`config.mk`:
```
export PLATFORM = sky130hd
export DESIGN_NAME = i2c_bit_engine
export DESIGN_NICKNAME = d
export VERILOG_FILES = /design/src/rtl/i2cb_pkg.sv /design/src/rtl/i2cb_line_sync.sv /design/src/rtl/i2cb_phase_timer.sv /design/src/rtl/i2c_bit_engine.sv
export SDC_FILE = /design/constraint.sdc
export NUM_CORES = 1
export LEC_CHECK = 0
export ABC_AREA = 1
export BUFFER_PORTS_ARGS = -buffer_cell sky130_fd_sc_hd__buf_2
export CORE_MARGIN = 2
export CORE_UTILIZATION = 45
export CTS_CLUSTER_SIZE = 10
export DETAILED_ROUTE_END_ITERATION = 6
export GPL_ROUTABILITY_DRIVEN = 0
export PLACE_DENSITY = 0.64
export SLEW_MARGIN = 20
export SYNTH_ARGS = -nofsm -noshare
export SYNTH_HDL_FRONTEND = slang
export SYNTH_SLANG_ARGS = --single-unit
```
`constraint.sdc`:
```
create_clock -name clk -period 3.04 [get_ports clk]
set_clock_uncertainty 0.2 [all_clocks]
set_input_delay 0.608 -clock clk [delete_from_list [all_inputs] [get_ports clk]]
set_output_delay 0.608 -clock clk [all_outputs]
set_load 0.01 [all_outputs]
```
`src/rtl/i2cb_pkg.sv`:
```
package i2cb_pkg;

    typedef enum logic [1:0] {
        BC_START = 2'd0,
        BC_STOP  = 2'd1,
        BC_WRITE = 2'd2,
        BC_READ  = 2'd3
    } bit_cmd_e;

    typedef enum logic [4:0] {
        ST_IDLE,
        ST_STA_A, ST_STA_B, ST_STA_C, ST_STA_D,
        ST_STP_A, ST_STP_B, ST_STP_C, ST_STP_D,
        ST_WR_A,  ST_WR_B,  ST_WR_C,  ST_WR_D,
        ST_RD_A,  ST_RD_B,  ST_RD_C,  ST_RD_D
    } phase_state_e;

endpackage

```
`src/rtl/i2cb_line_sync.sv`:
```
module i2cb_line_sync #(
    parameter int STAGES = 2
) (
    input  logic clk,
    input  logic rst_n,
    input  logic scl_pad,
    input  logic sda_pad,
    output logic scl_s,
    output logic sda_s,
    output logic start_det,
    output logic stop_det
);
    localparam int MSB = STAGES - 1;

    logic [MSB:0] scl_pipe, sda_pipe;
    logic         scl_d, sda_d;

    // Shift registers idle high, matching a pulled-up bus.
    always_ff @(posedge clk or negedge rst_n) begin
        if (!rst_n) begin
            scl_pipe <= '1;
            sda_pipe <= '1;
            scl_d    <= 1'b1;
            sda_d    <= 1'b1;
        end else begin
            scl_pipe <= (scl_pipe << 1) | STAGES'(scl_pad);
            sda_pipe <= (sda_pipe << 1) | STAGES'(sda_pad);
            scl_d    <= scl_pipe[MSB];
            sda_d    <= sda_pipe[MSB];
        end
    end

    assign scl_s     = scl_pipe[MSB];
    assign sda_s     = sda_pipe[MSB];
    // Data edges while the clock stays high mark bus conditions.
    assign start_det = scl_s && scl_d && sda_d && !sda_s;
    assign stop_det  = scl_s && scl_d && !sda_d && sda_s;

endmodule

```
`src/rtl/i2cb_phase_timer.sv`:
```
module i2cb_phase_timer #(
    parameter int WIDTH = 16
) (
    input  logic             clk,
    input  logic             rst_n,
    input  logic             enable,
    input  logic             load,
    input  logic [WIDTH-1:0] prescale,
    output logic             tick
);
    logic [WIDTH-1:0] cnt_q;

    always_ff @(posedge clk or negedge rst_n) begin
        if (!rst_n) begin
            cnt_q <= '0;
        end else if (load) begin
            cnt_q <= prescale;
        end else if (enable) begin
            if (cnt_q == '0) cnt_q <= prescale;
            else             cnt_q <= cnt_q - 1'b1;
        end
    end

    assign tick = enable && !load && (cnt_q == '0);

endmodule

```
`src/rtl/i2c_bit_engine.sv`:
```
module i2c_bit_engine
    import i2cb_pkg::*;
#(
    parameter int PRESCALE_W  = 16,
    parameter int SYNC_STAGES = 2
) (
    input  logic                  clk,
    input  logic                  rst_n,
    input  logic                  enable,
    input  logic [PRESCALE_W-1:0] prescale,
    input  logic                  cmd_valid,
    input  logic [1:0]            cmd,
    input  logic                  tx_bit,
    input  logic                  scl_in,
    input  logic                  sda_in,
    output logic                  cmd_ack,
    output logic                  rx_bit,
    output logic                  scl_o,
    output logic                  scl_oe_n,
    output logic                  sda_o,
    output logic                  sda_oe_n,
    output logic                  bus_busy,
    output logic                  arb_lost
);
    phase_state_e state_q, state_d;
    bit_cmd_e     cmd_e;

    logic scl_s, sda_s, start_det, stop_det, tick;
    logic accept, lost_now, in_last_phase, tx_now;
    logic scl_rel_q, sda_rel_q, tx_q, ack_q, rx_q, busy_q, lost_q, stop_exp_q;

    assign cmd_e = bit_cmd_e'(cmd);

    i2cb_line_sync #(.STAGES(SYNC_STAGES)) u_sync (
        .clk       (clk),
        .rst_n     (rst_n),
        .scl_pad   (scl_in),
        .sda_pad   (sda_in),
        .scl_s     (scl_s),
        .sda_s     (sda_s),
        .start_det (start_det),
        .stop_det  (stop_det)
    );

    i2cb_phase_timer #(.WIDTH(PRESCALE_W)) u_timer (
        .clk      (clk),
        .rst_n    (rst_n),
        .enable   (enable),
        .load     (accept),
        .prescale (prescale),
        .tick     (tick)
    );

    assign in_last_phase = (state_q == ST_STA_D) || (state_q == ST_STP_D) ||
                           (state_q == ST_WR_D)  || (state_q == ST_RD_D);

    // Lost bus: own released data bit read low in the clock-high window,
    // or a stop condition nobody here asked for.
    assign lost_now = enable &&
        (((state_q == ST_WR_C) && sda_rel_q && scl_s && !sda_s) ||
         (stop_det && !stop_exp_q));

    assign tx_now = accept ? tx_bit : tx_q;

    // State register
    always_ff @(posedge clk or negedge rst_n) begin
        if (!rst_n) state_q <= ST_IDLE;
        else        state_q <= state_d;
    end

    // Next-state logic
    always_comb begin
        state_d = state_q;
        accept  = 1'b0;
        unique case (state_q)
            ST_IDLE: begin
                if (enable && cmd_valid) begin
                    accept = 1'b1;
                    unique case (cmd_e)
                        BC_START: state_d = ST_STA_A;
                        BC_STOP:  state_d = ST_STP_A;
                        BC_WRITE: state_d = ST_WR_A;
                        BC_READ:  state_d = ST_RD_A;
                    endcase
                end
            end
            ST_STA_A: if (tick) state_d = ST_STA_B;
            ST_STA_B: if (tick) state_d = ST_STA_C;
            ST_STA_C: if (tick) state_d = ST_STA_D;
            ST_STA_D: if (tick) state_d = ST_IDLE;
            ST_STP_A: if (tick) state_d = ST_STP_B;
            ST_STP_B: if (tick) state_d = ST_STP_C;
            ST_STP_C: if (tick) state_d = ST_STP_D;
            ST_STP_D: if (tick) state_d = ST_IDLE;
            ST_WR_A:  if (tick) state_d = ST_WR_B;
            ST_WR_B:  if (tick) state_d = ST_WR_C;
            ST_WR_C:  if (tick) state_d = ST_WR_D;
            ST_WR_D:  if (tick) state_d = ST_IDLE;
            ST_RD_A:  if (tick) state_d = ST_RD_B;
            ST_RD_B:  if (tick) state_d = ST_RD_C;
            ST_RD_C:  if (tick) state_d = ST_RD_D;
            ST_RD_D:  if (tick) state_d = ST_IDLE;
            default:  state_d = ST_IDLE;
        endcase
        if (lost_now) begin
            state_d = ST_IDLE;
            accept  = 1'b0;
        end
    end

    // Outputs and flags, registered from the state being entered
    always_ff @(posedge clk or negedge rst_n) begin
        if (!rst_n) begin
            scl_rel_q  <= 1'b1;
            sda_rel_q  <= 1'b1;
            tx_q       <= 1'b0;
            ack_q      <= 1'b0;
            rx_q       <= 1'b0;
            busy_q     <= 1'b0;
            lost_q     <= 1'b0;
            stop_exp_q <= 1'b0;
        end else begin
            ack_q <= in_last_phase && tick && !lost_now;
            if (accept) tx_q <= tx_bit;
            if ((state_q == ST_RD_B) && tick) rx_q <= sda_s;

            if (lost_now)    lost_q <= 1'b1;
            else if (accept) lost_q <= 1'b0;

            if (accept && (cmd_e == BC_STOP)) stop_exp_q <= 1'b1;
            else if (start_det)               stop_exp_q <= 1'b0;

            if (start_det)     busy_q <= 1'b1;
            else if (stop_det) busy_q <= 1'b0;

            unique case (state_d)
                ST_IDLE: if (lost_now) begin
                    scl_rel_q <= 1'b1;
                    sda_rel_q <= 1'b1;
                end
                ST_STA_A: sda_rel_q <= 1'b1;
                ST_STA_B: begin scl_rel_q <= 1'b1; sda_rel_q <= 1'b1; end
                ST_STA_C: begin scl_rel_q <= 1'b1; sda_rel_q <= 1'b0; end
                ST_STA_D: begin scl_rel_q <= 1'b0; sda_rel_q <= 1'b0; end
                ST_STP_A: begin scl_rel_q <= 1'b0; sda_rel_q <= 1'b0; end
                ST_STP_B: begin scl_rel_q <= 1'b1; sda_rel_q <= 1'b0; end
                ST_STP_C: begin scl_rel_q <= 1'b1; sda_rel_q <= 1'b1; end
                ST_STP_D: begin scl_rel_q <= 1'b1; sda_rel_q <= 1'b1; end
                ST_WR_A:  begin scl_rel_q <= 1'b0; sda_rel_q <= tx_now; end
                ST_WR_B:  begin scl_rel_q <= 1'b1; sda_rel_q <= tx_now; end
                ST_WR_C:  begin scl_rel_q <= 1'b1; sda_rel_q <= tx_now; end
                ST_WR_D:  begin scl_rel_q <= 1'b0; sda_rel_q <= tx_now; end
                ST_RD_A:  begin scl_rel_q <= 1'b0; sda_rel_q <= 1'b1; end
                ST_RD_B:  begin scl_rel_q <= 1'b1; sda_rel_q <= 1'b1; end
                ST_RD_C:  begin scl_rel_q <= 1'b1; sda_rel_q <= 1'b1; end
                ST_RD_D:  begin scl_rel_q <= 1'b0; sda_rel_q <= 1'b1; end
                default: ;
            endcase
        end
    end

    assign scl_o    = 1'b0;
    assign sda_o    = 1'b0;
    assign scl_oe_n = scl_rel_q;
    assign sda_oe_n = sda_rel_q;
    assign cmd_ack  = ack_q;
    assign rx_bit   = rx_q;
    assign bus_busy = busy_q;
    assign arb_lost = lost_q;

    // completion is a single-cycle pulse
    assert_ack_single_R2: assert property (@(posedge clk) disable iff (!rst_n)
        ack_q |=> !ack_q);

    // completion only follows a final phase
    assert_ack_after_last_R2: assert property (@(posedge clk) disable iff (!rst_n)
        ack_q |-> $past(in_last_phase));

    // data line steady while the clock is released in a write
    assert_write_data_steady_R5: assert property (@(posedge clk) disable iff (!rst_n)
        ((state_q == ST_WR_B) || (state_q == ST_WR_C)) |-> $stable(sda_rel_q));

    // no line movement while disabled
    assert_hold_disabled_R7: assert property (@(posedge clk) disable iff (!rst_n)
        !enable |=> ($stable(scl_rel_q) && $stable(sda_rel_q)));

    // a lost bus is let go at once
    assert_release_on_loss_R9: assert property (@(posedge clk) disable iff (!rst_n)
        $rose(lost_q) |-> (scl_rel_q && sda_rel_q));

endmodule

```
* Word level (Yosys, flattened, before mapping)
Index checks and enable logic that the tools add are counted.
** Word-level totals
- Flip-flop bits (word level) :: 35
- Bits of input ports :: 25
- Output and inout port bits :: 8
- Word-level logic and storage cells :: 130
** Operators by class
- Add/subtract/negate cells :: 1
- Equal/unequal tests :: 36
- Multiplexer cells :: 33
- Bitwise logic cells :: 2
- Reductions and logical operators :: 44
** Operators with widths (number)
- $eq 5x4->1 const B :: 16
- $mux 5 :: 15
- $pmux 5 s14 :: 1
- $mux 16 :: 3
- $eq 5x3->1 const B :: 8
- $eq 5x2->1 const B :: 4
- $pmux 5 s4 :: 1
- $logic_and 1x1->1 :: 17
- $logic_not 16->1 :: 1
- $sub 16x1->16 const B :: 1
- $reduce_or 4->1 :: 3
- $mux 1 :: 11
- $eq 5x1->1 const B :: 2
- $eq 5x5->1 const B :: 2
- $logic_not 5->1 :: 2
- $reduce_or 9->1 :: 1
- $reduce_bool 2->1 :: 4
- $reduce_or 8->1 :: 1
- $reduce_or 6->1 :: 1
- $logic_not 1->1 :: 5
- $eq 2x2->1 const B :: 2
- $logic_or 1x1->1 :: 4
- $or 2x1->2 :: 2
- $pmux 1 s4 :: 1
- other kinds (7) :: 8

* Logic depth before layout (Yosys ltp)
- Depth after elaboration :: 17
- Gate-level depth with buffers :: 18
- Gate-level depth less buffers :: 18

* Cells and area by module
Synthesis repeated with hierarchy kept, for this count alone.
** Second synthesis, totals
- Cells, all modules :: 395
- Area, all modules :: 2587.5 sq um
** By module, submodules not included
- i2cb_phase_timer :: instances 1, cells an instance 211, area each 1282.5 sq um, sequential area each 400.4 sq um
- i2c_bit_engine :: instances 1, cells an instance 171, area each 1121.1 sq um, sequential area each 327.8 sq um
- i2cb_line_sync :: instances 1, cells an instance 13, area each 183.9 sq um, sequential area each 157.7 sq um

* Least setup slack after synthesis
OpenSTA, ideal clock, no wires.
- Path type :: in2reg
- Start point :: input enable
- End point :: register sda_rel_q, in the netlist sda_oe_n
- Library setup time :: 0.068 ns
- Arrival time :: 1.976 ns
- Data required time :: 2.772 ns
- Slack :: 0.796 ns
- Stages :: 17
- Buffers on the path :: 1
- Cells stage by stage :: buf_4 -> nand2_1 -> inv_2 -> nand2_1 -> nor2_4 -> nand3_4 -> nand2_8 -> nand2_2 -> nand2_2 -> nand2_4 -> nand2_4 -> nand3_2 -> nor2_1 -> inv_1 -> nand2_1 -> nand2_1 -> a21oi_2
** On the way
- Cells in the longest elaborated chain, start to end :: 14
- Elaborated cells on any way between the ends :: 49
- Those cells by class :: 17 x eq/ne; 21 x mux; 11 x reduce/logical
** Ends and longest elaborated chain
- from (decl) :: line i2c_bit_engine.sv:9 : input logic enable,
- $logic_and 1x1->1 :: line i2c_bit_engine.sv:77 : if (enable && cmd_valid) begin
- $mux 1 :: line i2c_bit_engine.sv:77
- $mux 1 :: line i2c_bit_engine.sv:75 : unique case (state_q)
- $mux 1 :: line i2c_bit_engine.sv:105 : if (lost_now) begin
- $logic_not 1->1 :: line i2cb_phase_timer.sv:24 : assign tick = enable && !load && (cnt_q == '0);
- $logic_and 1x1->1 (2 in a row) :: line i2cb_phase_timer.sv:24
- $mux 5 (tied with other cells)
- $pmux 5 s14 :: line i2c_bit_engine.sv:75
- $mux 5 :: line i2c_bit_engine.sv:105
- $eq 5x5->1 (tied with other cells) :: line i2c_bit_engine.sv:136 : unique case (state_d)
- $reduce_or 8->1 (no source line) or $reduce_or 4->1 (tied branches)
- $reduce_bool 4->1 (no source line)
- $reduce_and 2->1 (no source line)
- to (signal assigned) :: line i2c_bit_engine.sv:139 : sda_rel_q <= 1'b1;
- to (signal assigned) :: line i2c_bit_engine.sv:141 : ST_STA_A: sda_rel_q <= 1'b1;
- to (signal assigned) :: line i2c_bit_engine.sv:142 : ST_STA_B: begin scl_rel_q <= 1'b1; sda_rel_q <= 1'b1; end
- to (decl) :: line i2c_bit_engine.sv:30 : logic scl_rel_q, sda_rel_q, tx_q, ack_q, rx_q, busy_q, lost_q, stop_exp_q;
Parallel ways exist; a longest one is shown, timed or not.
A chain may end at the register's enable or synchronous reset.

* Final worst setup path
- Start point :: register u_timer.cnt_q[2]
- End point :: register u_timer.cnt_q[15]
** On the way
- Cells in the longest elaborated chain, start to end :: 4
- Elaborated cells on any way between the ends :: 5
- Those cells by class :: 1 x add/sub; 3 x mux; 1 x reduce/logical
** Ends and longest elaborated chain
- from (decl) :: line i2cb_phase_timer.sv:11 : logic [WIDTH-1:0] cnt_q;
- from (signal assigned) :: line i2cb_phase_timer.sv:17 : cnt_q <= prescale;
- from (signal assigned) :: line i2cb_phase_timer.sv:19 : if (cnt_q == '0) cnt_q <= prescale;
- from (signal assigned) :: line i2cb_phase_timer.sv:20 : else cnt_q <= cnt_q - 1'b1;
- $sub 16x1->16 or $logic_not 16->1 (tied branches) :: line i2cb_phase_timer.sv:20, i2cb_phase_timer.sv:19
- $mux 16 (*) :: line i2cb_phase_timer.sv:19
- $mux 16 (*) :: line i2cb_phase_timer.sv:18 : end else if (enable) begin
- $mux 16 (*) :: line i2cb_phase_timer.sv:16 : end else if (load) begin
Mark *: on every way between the ends. The rest lies on a longest branch, timed or not. The select of a mux whose other input is x is not followed.

==> results.env <==
CTS-HOLD-FIX-BUFFERS=0
IOS=33
POSTCTSSETUPBUFFERS=0
CTS_TREE='yes'
POST_DRT_WL_PER_CELL_UM=12.89
LAYOUT.CELL_AREA.NON_FILLER_UM2=2774
YS_ASYNC_SR_FRACTION=1.000
SYNTH_FF_TYPE='dfrtp_1'
GRT_SETUP_UNREPAIRED='false'
GRT_REMAINING_OVERFLOW=0
PLACEMENT.IO_BUFFERS=30
MAXSLEWVIOLCOUNT=0
MIN_PERIOD_PS=2390
RR_ENDPOINT='u_timer.cnt_q[15]$_DFFE_PN0P_'
ENDPOINT='u_timer.cnt_q[15]$_DFFE_PN0P_'
SYNTH_AREA_PER_CELL_UM2=7.661
MAX-CAP-VIOLATIONS=0
CP_MAX_FO=4
INITIAL_ANTENNA_VIOLATION_COUNT=0
HOLD_PATH_CLASS='reg2reg'
GRT_FIRST_PASS_WIRELENGTH_UM=10030
MAX_SLEW_MARGIN=0.4691
WORST_R2R_START='u_timer.cnt_q[2]$_DFFE_PN0P_'
PLACEDINSTANCEAREA_UM2=2638
CRITICAL_PATH_ARRIVAL_PS=2350
VIASPERCELL=5.038
WORST-R2R-CELL-COUNT=12
NETLIST.TOP_CELL.BY_AREA='dfrtp_1'
DR.PASS1.ITERS=5
VIA_COUNT=2116
STATUS='finished, final reports clean'
P_LEAK_nW=1.406
NUMBER_OF_GLOBAL_ROUTE_VIAS_BEFORE_REPAIR=2160
FLOW.AREA_GROWTH_FROM_SYNTHESIS_PCT=14.22
CLKTRANSATPATHREGS_PS=80
CTS.REPAIR.RESIZED=0
GR-USAGE-ALL-LAYERS=0.2068
WORST_SETUP_PATH_STARTPOINT='u_timer.cnt_q[2]$_DFFE_PN0P_'
NUM-NETS-FINAL=376
POSTSYNTHREGISTERBITS=35
FINAL_CELL_COUNT_NO_FILL=420
HTREE_LEVELS=2
TIMING_WORST_SETUP_PATH_TYPE='reg2reg'
CATEGORY_OF_THE_WORST_SETUP_PATH_CAPTURE_POINT='flip-flop'
HOLD-PATH-CELL-COUNT=0
DIODES=0
POWERDENSITY_nW_PER_UM2=824.5
MAPPEDNETLISTAREA_UM2=2429
CTS_ROOT_BUF='clkbuf_8'
FINAL_LAYOUT_SIZE_SUFFIX_GT1_FRAC=0.3057
SYNTH_SEQUENTIAL_AREA_RATIO=0.3648
SYNTHESIS.INSTANCES=317
COREAREA_UM2=5172
ROUTE.DETAILED.DRC=0
MAX_FREQ_MHz=418.4
VDD_DROP_MAX_V=0.0004068
CLK_LATENCY_PS=290
FINAL.PERIOD_UTILIZATION=0.7862
SETUP_VIOL=0
DIE_HEIGHT_UM=77.47
MAX_SLEW.WORST_PIN.SLEW_PS=796.4
FLOORPLAN.INITIALDENSITY=0.4695
CTS-ROOT-TO-SINK-BUFFERS=2
YS.WARNINGS.COUNT=0
NUMBER_OF_SYNTHESIZED_FLOPS_WITH_AN_ENABLE_PIN=0
YS_TOP_CELLS_BY_AREA='dfrtp_1 28%, nand2_1 10%, dfstp_2 8.7%, inv_1 4.9%, nand3_1 4.5%'
SETUP-TNS-FINAL_PS=0
REQUIRED_PS=3000
SYNTH_TOP_CELL_AREA_SHARE=0.2782
DRTITER0DRC=138
GRT_MAX_DEGREE=36
NETLIST-CELL-TYPE-COUNT=38
FLOORPLAN.ROWS=26
CHIPWIDTH_UM=77.47
PLACEDCELLCOUNT=412
TIMING.FINAL.HOLD_VIOLATIONS=0
HPWL_UM=4001
TIMING.CRITICAL_PATH.FROM_TYPE='flip-flop'
COUNT_OF_ANTENNA_VIOLATING_NETS_LEFT_AFTER_DETAILED_ROUTING=0
DIE_AREA_UM2=6001
TOTAL_NUMBER_OF_CLOCK_TREE_SINKS=35
ROUTE.FINAL.WIRE_LENGTH_UM=5414
REG2REG_SLACK_PS=650
CTS-BUFFERS-INSERTED=5
==> kinds of logic after synthesis <==
kind of cell | Yosys count | synth area share
xor gates and xnor gates | 6 | 0.02164
other | 1 | 0.001544
DFF | 35 | 0.3648
AOI/OAI and AO/OA | 53 | 0.1334
adders and majority gates | 2 | 0.01030
and+or+nand+nor | 167 | 0.3776
buffers and inverters | 52 | 0.08604
muxes | 1 | 0.004636
==> placed cells by master (no fill, tap or decap), types with 2 or more instances in the layout <==
cell type / netlist / routed
a21oi_1: 8 / 8
a21oi_2: 3 / 3
a31oi_1: 2 / 2
buf_2: 2 / 30
bufinv_16: 0 / 2
clkbuf_8: 0 / 5
conb_1: 1 / 2
dfrtp_1: 27 / 27
dfstp_2: 8 / 8
ha_1: 2 / 2
inv_1: 32 / 32
inv_2: 13 / 13
nand2_1: 66 / 66
nand2_2: 15 / 15
nand2_4: 5 / 5
nand3_1: 22 / 22
nand3_2: 5 / 5
nand3_4: 3 / 3
nand4_1: 4 / 4
nor2_1: 27 / 27
nor2_2: 5 / 5
nor2_4: 7 / 7
nor3_1: 3 / 3
nor3b_1: 2 / 2
o211ai_1: 9 / 9
o21ai_0: 16 / 16
o21ai_1: 9 / 9
o22ai_1: 2 / 2
xor2_1: 5 / 5
==> synthesized netlist by cell type, types with 7 or more instances <==
library cell	n
a21oi_1	8
dfrtp_1	27
dfstp_2	8
inv_1	32
inv_2	13
nand2_1	66
nand2_2	15
nand3_1	22
nor2_1	27
nor2_4	7
o211ai_1	9
o21ai_0	16
o21ai_1	9
==> layer usage <==
metal	vias up	wire [um]	GRT usage
met5	-	0	0
met4	0	49	0.06071
met3	4	215	0.04070
met2	47	2374	0.3183
met1	980	2775	0.2949
li1	1085	-	-
==> per-stage QoR <==
stage | total power, mW | setup WS (ps) | hold WS [ps] | util
after floorplan | 1.554 | 796.1 | 112.4 | -
after global placement | 1.760 | 624.9 | 145.9 | 0.5099
after detailed placement | 1.771 | 590.0 | 148.8 | 0.5099
after CTS | 2.300 | 678.8 | 160.4 | 0.5363
after global routing | 2.502 | 338.3 | 166.6 | 0.5363
final | 2.287 | 649.8 | 158.0 | 0.5363
==> cell type report <==
class,instances,area (um2)
fillers,504,2399
multi-input cells,231,1338
flip-flops and latches,35,885.9
inverters,45,168.9
repair buffers,31,157.7
well taps,70,87.58
clock buffers,5,68.82
clock inverters,3,67.56
==> flip-flops by register name, indices dropped and copies added (netlist names) <==
| signal | cells |
|---|---|
| bus_busy | 1 |
| u_sync.scl_pipe | 2 |
| u_timer.cnt_q | 16 |
| sda_oe_n | 1 |
| rx_bit | 1 |
| tx_q | 1 |
| arb_lost | 1 |
| stop_exp_q | 1 |
| cmd_ack | 1 |
| u_sync.sda_d | 1 |
| state_q | 5 |
| scl_oe_n | 1 |
| u_sync.sda_pipe | 2 |
| u_sync.scl_d | 1 |
==> critical path, cell delays in order, from the launching register on <==
cell and delay (ps):
dfrtp_1 430, nor2_1 190, nand4_1 230, nor2_2 220, nand3_1 120, nor2_1 180
nand2_1 100, nor2_1 130, nand2_1 80, xor2_1 140, a21oi_1 80, o21ai_1 90
o21ai_0 100
==> where the power goes <==
part | internal [mW] | switching [mW]
Clock | 0.327 | 0.188
Sequential | 0.623 | 0.133
Combinational | 0.369 | 0.647
Total | 1.32 | 0.968
==> worst min-delay path by stage <==
stage | from | endpoint | slack, ps
after floorplan | rst_n | arb_lost$_DFFE_PN0P_ | 110
after global placement | u_sync.sda_pipe[0]$_DFF_PN1_ | u_sync.sda_pipe[1]$_DFF_PN1_ | 150
after detailed placement | u_sync.scl_pipe[0]$_DFF_PN1_ | u_sync.scl_pipe[1]$_DFF_PN1_ | 150
after CTS | u_sync.scl_pipe[0]$_DFF_PN1_ | u_sync.scl_pipe[1]$_DFF_PN1_ | 160
after global routing | u_sync.scl_pipe[0]$_DFF_PN1_ | u_sync.scl_pipe[1]$_DFF_PN1_ | 170
final | u_sync.scl_pipe[0]$_DFF_PN1_ | u_sync.scl_pipe[1]$_DFF_PN1_ | 160
(Power assumes the default switching activity.)
